### src/rtl/ebc_pkg.sv
package ebc_pkg;
    localparam int NUM_SRAM = 4;
    localparam int NUM_AREA = NUM_SRAM + 1;
    localparam int WAIT_W   = 2;
    localparam int SEL_W    = 3;
    localparam int AREA_W   = $clog2(NUM_AREA);

    localparam logic [1:0] SZ_BYTE = 2'd0;
    localparam logic [1:0] SZ_HALF = 2'd1;
    localparam logic [1:0] SZ_WORD = 2'd2;

    typedef enum logic [2:0] {
        ST_IDLE,
        ST_S_ADDR,
        ST_S_WAIT,
        ST_S_DATA,
        ST_D_ROW,
        ST_D_COL,
        ST_D_WAIT,
        ST_D_PRE
    } ebc_state_t;
endpackage

### src/rtl/ebc_area_decode.sv
module ebc_area_decode
    import ebc_pkg::*;
(
    input  logic [SEL_W-1:0]           sel,
    input  logic [NUM_AREA*WAIT_W-1:0] cfg_wait,
    output logic                       is_dram,
    output logic [AREA_W-1:0]          area,
    output logic [WAIT_W-1:0]          wait_cnt
);
    always_comb begin
        is_dram  = sel[SEL_W-1];
        area     = is_dram ? AREA_W'(NUM_SRAM) : AREA_W'(sel[SEL_W-2:0]);
        wait_cnt = cfg_wait[int'(area)*WAIT_W +: WAIT_W];
    end
endmodule

### src/rtl/ebc_wait_timer.sv
module ebc_wait_timer #(
    parameter int W = 2
) (
    input  logic         clk,
    input  logic         rst_n,
    input  logic         load,
    input  logic [W-1:0] load_val,
    input  logic         dec,
    output logic         zero,
    output logic         last
);
    logic [W-1:0] cnt_q;

    always_ff @(posedge clk or negedge rst_n) begin
        if (!rst_n)    cnt_q <= '0;
        else if (load) cnt_q <= load_val;
        else if (dec)  cnt_q <= cnt_q - W'(1);
    end

    assign zero = (cnt_q == '0);
    assign last = (cnt_q == W'(1));

    // a wait state is never entered with the count already spent
    assert_no_underflow_R2: assert property (@(posedge clk) disable iff (!rst_n)
        (dec && !load) |-> (cnt_q != '0));
endmodule

### src/rtl/ebc_lane.sv
module ebc_lane
    import ebc_pkg::*;
(
    input  logic        bus16,
    input  logic [1:0]  size,
    input  logic [1:0]  beat,
    input  logic        odd,
    input  logic [31:0] wdata,
    input  logic [31:0] acc,
    input  logic [15:0] ext_rdata,
    output logic [15:0] lane_wdata,
    output logic [1:0]  lane_be_n,
    output logic [31:0] merged
);
    always_comb begin
        merged = acc;
        if (!bus16) begin
            lane_wdata = {8'h00, wdata[{beat, 3'b000} +: 8]};
            lane_be_n  = 2'b10;
            merged[{beat, 3'b000} +: 8] = ext_rdata[7:0];
        end else if (size == SZ_BYTE) begin
            lane_wdata = {wdata[7:0], wdata[7:0]};
            lane_be_n  = odd ? 2'b01 : 2'b10;
            merged[7:0] = odd ? ext_rdata[15:8] : ext_rdata[7:0];
        end else begin
            lane_wdata = wdata[{beat[0], 4'b0000} +: 16];
            lane_be_n  = 2'b00;
            merged[{beat[0], 4'b0000} +: 16] = ext_rdata;
        end
    end
endmodule

### src/rtl/ext_bus_ctrl.sv
module ext_bus_ctrl
    import ebc_pkg::*;
#(
    parameter int ADDR_W = 32,
    parameter int EXT_AW = 20,
    parameter int COL_W  = 10,
    parameter int ROW_W  = 10
) (
    input  logic                       clk,
    input  logic                       rst_n,
    input  logic                       req_valid,
    input  logic                       req_write,
    input  logic [1:0]                 req_size,
    input  logic [ADDR_W-1:0]          req_addr,
    input  logic [31:0]                req_wdata,
    input  logic                       cfg_bus16,
    input  logic [NUM_AREA*WAIT_W-1:0] cfg_wait,
    input  logic                       cfg_precharge,
    output logic                       rsp_ready,
    output logic [31:0]                rsp_rdata,
    output logic [EXT_AW-1:0]          ext_addr,
    output logic [15:0]                ext_wdata,
    input  logic [15:0]                ext_rdata,
    output logic                       ext_data_oe,
    output logic [1:0]                 ext_be_n,
    output logic [NUM_SRAM-1:0]        ext_cs_n,
    output logic                       ext_ras_n,
    output logic                       ext_cas_n,
    output logic                       ext_rd_n,
    output logic                       ext_wr_n
);
    localparam int ROW_PAD = EXT_AW - ROW_W;
    localparam int COL_PAD = EXT_AW - COL_W;

    ebc_state_t state_q, state_d;

    logic [EXT_AW-1:0] addr_q;
    logic [31:0]       wdata_q, rdata_q;
    logic [1:0]        size_q, beat_q, nbm1_q, nbm1_d, size_n;
    logic [AREA_W-1:0] area_q, dec_area;
    logic [WAIT_W-1:0] wait_q, dec_wait;
    logic              write_q, bus16_q, pre_q, dram_q, fin_q, ready_q;
    logic              dec_dram, accept, capture, last_beat;
    logic              t_zero, t_last, t_load, t_dec;
    logic [15:0]       lane_wdata;
    logic [1:0]        lane_be_n;
    logic [31:0]       merged;
    logic              unused_addr_bits;

    assign unused_addr_bits = ^req_addr[ADDR_W-SEL_W-1:EXT_AW];

    ebc_area_decode u_decode (
        .sel      (req_addr[ADDR_W-1 -: SEL_W]),
        .cfg_wait (cfg_wait),
        .is_dram  (dec_dram),
        .area     (dec_area),
        .wait_cnt (dec_wait)
    );

    ebc_wait_timer #(.W(WAIT_W)) u_timer (
        .clk      (clk),
        .rst_n    (rst_n),
        .load     (t_load),
        .load_val (accept ? dec_wait : wait_q),
        .dec      (t_dec),
        .zero     (t_zero),
        .last     (t_last)
    );

    ebc_lane u_lane (
        .bus16      (bus16_q),
        .size       (size_q),
        .beat       (beat_q),
        .odd        (addr_q[0]),
        .wdata      (wdata_q),
        .acc        (rdata_q),
        .ext_rdata  (ext_rdata),
        .lane_wdata (lane_wdata),
        .lane_be_n  (lane_be_n),
        .merged     (merged)
    );

    assign accept    = (state_q == ST_IDLE) && req_valid;
    assign last_beat = (beat_q == nbm1_q);
    assign capture   = (state_q == ST_S_DATA)
                     || (state_q == ST_D_COL  && t_zero)
                     || (state_q == ST_D_WAIT && t_last);
    assign t_load    = accept || (capture && !last_beat);
    assign t_dec     = (state_q == ST_S_WAIT) || (state_q == ST_D_WAIT);
    assign size_n    = (req_size == 2'd3) ? SZ_WORD : req_size;

    always_comb begin
        if (cfg_bus16)              nbm1_d = (size_n == SZ_WORD) ? 2'd1 : 2'd0;
        else if (size_n == SZ_BYTE) nbm1_d = 2'd0;
        else if (size_n == SZ_HALF) nbm1_d = 2'd1;
        else                        nbm1_d = 2'd3;
    end

    // state register
    always_ff @(posedge clk or negedge rst_n) begin
        if (!rst_n) state_q <= ST_IDLE;
        else        state_q <= state_d;
    end

    // next-state logic
    always_comb begin
        state_d = state_q;
        unique case (state_q)
            ST_IDLE:   if (req_valid) state_d = dec_dram ? ST_D_ROW : ST_S_ADDR;
            ST_S_ADDR: state_d = t_zero ? ST_S_DATA : ST_S_WAIT;
            ST_S_WAIT: if (t_last) state_d = ST_S_DATA;
            ST_S_DATA: state_d = last_beat ? ST_IDLE : ST_S_ADDR;
            ST_D_ROW:  state_d = ST_D_COL;
            ST_D_COL:  if (t_zero) state_d = (pre_q || !last_beat) ? ST_D_PRE : ST_IDLE;
                       else        state_d = ST_D_WAIT;
            ST_D_WAIT: if (t_last) state_d = (pre_q || !last_beat) ? ST_D_PRE : ST_IDLE;
            ST_D_PRE:  state_d = fin_q ? ST_IDLE : ST_D_ROW;
        endcase
    end

    // request and beat datapath
    always_ff @(posedge clk or negedge rst_n) begin
        if (!rst_n) begin
            addr_q  <= '0;  wdata_q <= '0;  rdata_q <= '0;
            size_q  <= '0;  beat_q  <= '0;  nbm1_q  <= '0;
            area_q  <= '0;  wait_q  <= '0;  write_q <= 1'b0;
            bus16_q <= 1'b0; pre_q  <= 1'b0; dram_q <= 1'b0;
            fin_q   <= 1'b0; ready_q <= 1'b0;
        end else begin
            ready_q <= (state_q != ST_IDLE) && (state_d == ST_IDLE);
            if (accept) begin
                addr_q  <= req_addr[EXT_AW-1:0];
                wdata_q <= req_wdata;
                rdata_q <= '0;
                size_q  <= size_n;
                nbm1_q  <= nbm1_d;
                beat_q  <= '0;
                area_q  <= dec_area;
                wait_q  <= dec_wait;
                write_q <= req_write;
                bus16_q <= cfg_bus16;
                pre_q   <= cfg_precharge;
                dram_q  <= dec_dram;
                fin_q   <= 1'b0;
            end else if (capture) begin
                if (!write_q) rdata_q <= merged;
                if (last_beat) begin
                    fin_q <= 1'b1;
                end else begin
                    beat_q <= beat_q + 2'd1;
                    addr_q <= addr_q + EXT_AW'(bus16_q ? 2 : 1);
                end
            end
        end
    end

    // outputs decoded from state
    always_comb begin
        ext_addr    = '0;
        ext_cs_n    = '1;
        ext_ras_n   = 1'b1;
        ext_cas_n   = 1'b1;
        ext_rd_n    = 1'b1;
        ext_wr_n    = 1'b1;
        ext_be_n    = 2'b11;
        ext_wdata   = lane_wdata;
        ext_data_oe = 1'b0;
        unique case (state_q)
            ST_IDLE, ST_D_PRE: ;
            ST_S_ADDR, ST_S_WAIT, ST_S_DATA: begin
                ext_addr = addr_q;
                ext_cs_n[area_q[$clog2(NUM_SRAM)-1:0]] = 1'b0;
                ext_be_n = lane_be_n;
                ext_data_oe = write_q;
                if (state_q == ST_S_DATA) begin
                    ext_rd_n = write_q;
                    ext_wr_n = !write_q;
                end
            end
            ST_D_ROW: begin
                ext_addr    = {{ROW_PAD{1'b0}}, addr_q[COL_W +: ROW_W]};
                ext_ras_n   = 1'b0;
                ext_be_n    = lane_be_n;
                ext_data_oe = write_q;
            end
            ST_D_COL, ST_D_WAIT: begin
                ext_addr    = {{COL_PAD{1'b0}}, addr_q[0 +: COL_W]};
                ext_ras_n   = 1'b0;
                ext_cas_n   = 1'b0;
                ext_be_n    = lane_be_n;
                ext_data_oe = write_q;
                ext_rd_n    = write_q;
                ext_wr_n    = !write_q;
            end
        endcase
    end

    assign rsp_ready = ready_q;
    assign rsp_rdata = rdata_q;

    assert_one_cs_R1: assert property (@(posedge clk) disable iff (!rst_n)
        $onehot0(~ext_cs_n));
    assert_dram_no_cs_R1: assert property (@(posedge clk) disable iff (!rst_n)
        !ext_ras_n |-> (&ext_cs_n));
    assert_strobe_excl_R3: assert property (@(posedge clk) disable iff (!rst_n)
        !(!ext_rd_n && !ext_wr_n));
    assert_sram_strobe_late_R3: assert property (@(posedge clk) disable iff (!rst_n)
        ((!ext_rd_n || !ext_wr_n) && !(&ext_cs_n)) |-> $past(!(&ext_cs_n)));
    assert_cas_needs_ras_R4: assert property (@(posedge clk) disable iff (!rst_n)
        !ext_cas_n |-> !ext_ras_n);
    assert_row_before_col_R4: assert property (@(posedge clk) disable iff (!rst_n)
        $fell(ext_cas_n) |-> $past(!ext_ras_n));
    assert_precharge_R5: assert property (@(posedge clk) disable iff (!rst_n)
        (rsp_ready && dram_q) |-> ($past(ext_ras_n) == pre_q));
    assert_ready_pulse_R8: assert property (@(posedge clk) disable iff (!rst_n)
        rsp_ready |=> !rsp_ready);
endmodule

### config.mk
export PLATFORM = sky130hd
export DESIGN_NAME = ext_bus_ctrl
export DESIGN_NICKNAME = d
export VERILOG_FILES = /design/src/rtl/ebc_pkg.sv /design/src/rtl/ebc_area_decode.sv /design/src/rtl/ebc_wait_timer.sv /design/src/rtl/ebc_lane.sv /design/src/rtl/ext_bus_ctrl.sv
export SDC_FILE = /design/constraint.sdc
export NUM_CORES = 1
export LEC_CHECK = 0
export ABC_AREA = 1
export BUFFER_PORTS_ARGS = -buffer_cell sky130_fd_sc_hd__buf_2
export CORE_ASPECT_RATIO = 1.5
export CORE_MARGIN = 10
export CORE_UTILIZATION = 40
export CTS_CLUSTER_SIZE = 30
export DETAILED_ROUTE_END_ITERATION = 6
export HOLD_SLACK_MARGIN = 0.05
export PLACE_DENSITY = 0.7
export REMOVE_ABC_BUFFERS = 1
export SYNTH_ARGS = -nofsm -noshare
export SYNTH_HDL_FRONTEND = slang
export SYNTH_SLANG_ARGS = --single-unit
### constraint.sdc
create_clock -name clk -period 3.73 [get_ports clk]
set_input_delay 0.746 -clock clk [delete_from_list [all_inputs] [get_ports clk]]
set_output_delay 0.746 -clock clk [all_outputs]
set_load 0.01 [all_outputs]
==> run summary <==
Status: finished clean
Clk root buf: clkbuf_16
Synth top area cells: dfrtp_1, nand2_1, nand3_1
Worst Path Required: 2980 ps
Router iterations before antenna repair: 5
HPWL Detailed: 16340 µm
Worst Setup SP: beat_q[0]$_DFFE_PN0P_
Sequential area share after synthesis: 39.71%
Clk sinks: 104
WHS Path Cells: 2
Worst rel slew slack: 34.29%
Inserted Diodes: 0
Multi-input gate area in the final layout: 0.003401 mm²
Fin Setup TNS: 0 ps
CP Depth: 7
FF-to-FF End: addr_q[18]$_DFFE_PN0P_
Maximum clock path buffer count: 2
FP Rows: 57
Die Wd: 124.5 µm
Tightest Pin Transition: 985.6 ps
Worst-Skew Late Latency: 350 ps
Endpoint type of the worst setup path: output pin
Gr ovfl total: 0
Initial drt markers: 605
Area growth from synthesis to layout: 19.19%
Unrepaired setup endpoints after global routing: false
Vias in the first global route: 7065
Clk_skew: 12.00 ps
Cts bufs inserted: 9
First-pass GRT wire length: 35100 µm
CORE AREA: 0.01612 mm²
Slowest-stage cell, CP: o31ai_1
Peak VDD IR: 0.4537 mV
Post-CTS Hold Buffers: 0
Chip height: 176.8 µm
Initial antenna violation count: 0
Hold_sp: rsp_rdata[21]$_DFFE_PN0P_
FF+latch count, synth: 104
Vias: 6960
Residual DRC count: 0
Commonest non-fill, non-tap cell in the layout: nand2_1
Yosys Warn Count: 0
Worst R2R Path Depth: 13
Layout Nets: 1235
Post-Syn Area per Cell: 6.681 µm²
Yosys top cell by area: dfrtp_1
Hold Vio Cnt, Final: 0
Filler cell count: 1750
Synth unique cells: 38
Commonest cells after routing, fill and taps aside: nand2_1, buf_2, nand3_1
Crit path time final: 3235 ps
Critical path's top delay family: buffers and inverters
Power, Total: 6.792 mW
Max cap viols: 0
Period utilization: 86.72%
Hold WC Path Type: reg -> reg
CP max stage delay: 400 ps
Most frequent CP cell: nor2_1
Final wirelength: 21660 µm
Largest net degree at the start of global routing: 73
Crit Path Max Fanout: 24
CTS tree: done
Crit path DAT: 2490 ps
Avg WL per Cell: 16.18 µm
Worst R2R Start: bus16_q$_DFFE_PN0P_
H-tree levels: 3
CP startpoint kind: flop
Die area: 0.02201 mm²
Placer Congestion: 0.9592
Pwr dens: 869.5 mW/mm²
CTS resizes: 0
PortBufs: 168
Max Fclk: 309.1 MHz
Fin. max-slew vios: 0
Reg2reg setup slack: 1100 ps
CP Class: reg -> out
Crit path cell chain: inv_2 -> nor2_1 -> buf_4 -> inv_1 -> nor2_1 -> o31ai_1 -> buf_2
Mapped Area: 0.006554 mm²
Leakage: 4.292 nW
CTS clk-pin slew, worst paths: 80 ps
Post-CTS setup buffer count: 0
Worst Setup EP: ext_wdata[6]
CP bufs+invs: 4
Top cell type's share of synthesized area: 39.71%
Initial Util: 40.66%
IO Count: 178
Post-Syn Instances: 981
Number of setup violations in the final report: 0
Tot GR Track Use: 19.13%
Via density per instance: 5.198
DRT antenna net count: 0
Share of layout cells above drive strength 1: 20.04%
Sequential Area: 0.002603 mm²
stage by stage:
stage               area [µm²]  hold WS [ps]  utilization [%]  instances  worst slack, ps
finish                    7811         469.3            48.46       1339            495.3
floorplan                 6345         444.5                -        939            628.4
global route              7811         491.4            48.46       1339            483.8
detailed placement        7521         453.2            46.66       1323            937.0
global placement          7521         448.4            46.66       1323            955.8
CTS                       7811         473.3            48.46       1339            572.0
layout make-up:
| cell class | count | area share (%) |
|---|---|---|
| Tap cell | 206 | 3.300 |
| Timing Repair Buffer | 178 | 11.76 |
| Inverter | 91 | 4.373 |
| Multi-Input combinational cell | 744 | 43.54 |
| Sequential cell | 104 | 33.32 |
| Clock buffer | 11 | 3.107 |
| Clock inverter | 5 | 0.6087 |
kinds of logic (layout without fill, tap and decap cells):
logic type | Yosys count | after routing | share of synthesized area [%]
AO/OA/AOI/OAI | 132 | 132 | 11.17
XOR/XNOR | 2 | 2 | 0.2673
adder cells (fa/ha/maj) | 9 | 9 | 1.833
buffers and inverters | 133 | 285 | 8.400
flip-flops | 104 | 104 | 39.71
AND/OR/NAND/NOR | 601 | 601 | 38.62
tightest hold or removal path, cell delays in order, from the launching register on:
cell     delay [ps]
dfrtp_1         350
nand2_1          50
nand2_1          40
power by group:
group          switching [mW]  internal, mW  leakage, nW
registers               0.374          1.62         1.34
logic                    2.64          1.22         2.81
clock network           0.454         0.486        0.140
cell usage after synthesis (all sizes together):
master  number
clkbuf      22
dfrtp      104
xor2         2
fa           1
nand4       16
o21bai       1
nor3         1
a21oi       14
nand3      114
or2          5
o22ai       16
buf         20
nand3b       2
nor2        85
a221oi       5
o31ai        3
o21ai       84
a31oi        4
o211ai       3
inv         90
ha           8
a211oi       1
nand2      376
nor3b        2
clkinv       1
o221ai       1
layer usage:
metal	global-route usage, %	routed length, µm
met2	34.23	10980
met5	0	0
met3	3.328	1187
met1	21.21	8556
met4	10.03	934
worst min path at each step:
stage	endpoint	slack (ps)
CTS	rsp_rdata[10]$_DFFE_PN0P_	470
finish	rsp_rdata[21]$_DFFE_PN0P_	470
global placement	rsp_rdata[8]$_DFFE_PN0P_	450
floorplan	wait_q[0]$_DFF_PN0_	440
detailed placement	rsp_rdata[21]$_DFFE_PN0P_	450
global route	rsp_rdata[2]$_DFFE_PN0P_	490
flip-flops by register name, summed over array words and instances (netlist names):
signal	flops
write_q	1
rsp_ready	1
state_q	3
wdata_q	32
nbm1_q	2
rsp_rdata	32
fin_q	1
bus16_q	1
u_timer.cnt_q	2
size_q	2
wait_q	2
area_q	2
addr_q	20
pre_q	1
beat_q	2
No activity file was read; power rests on OpenSTA's default activity.
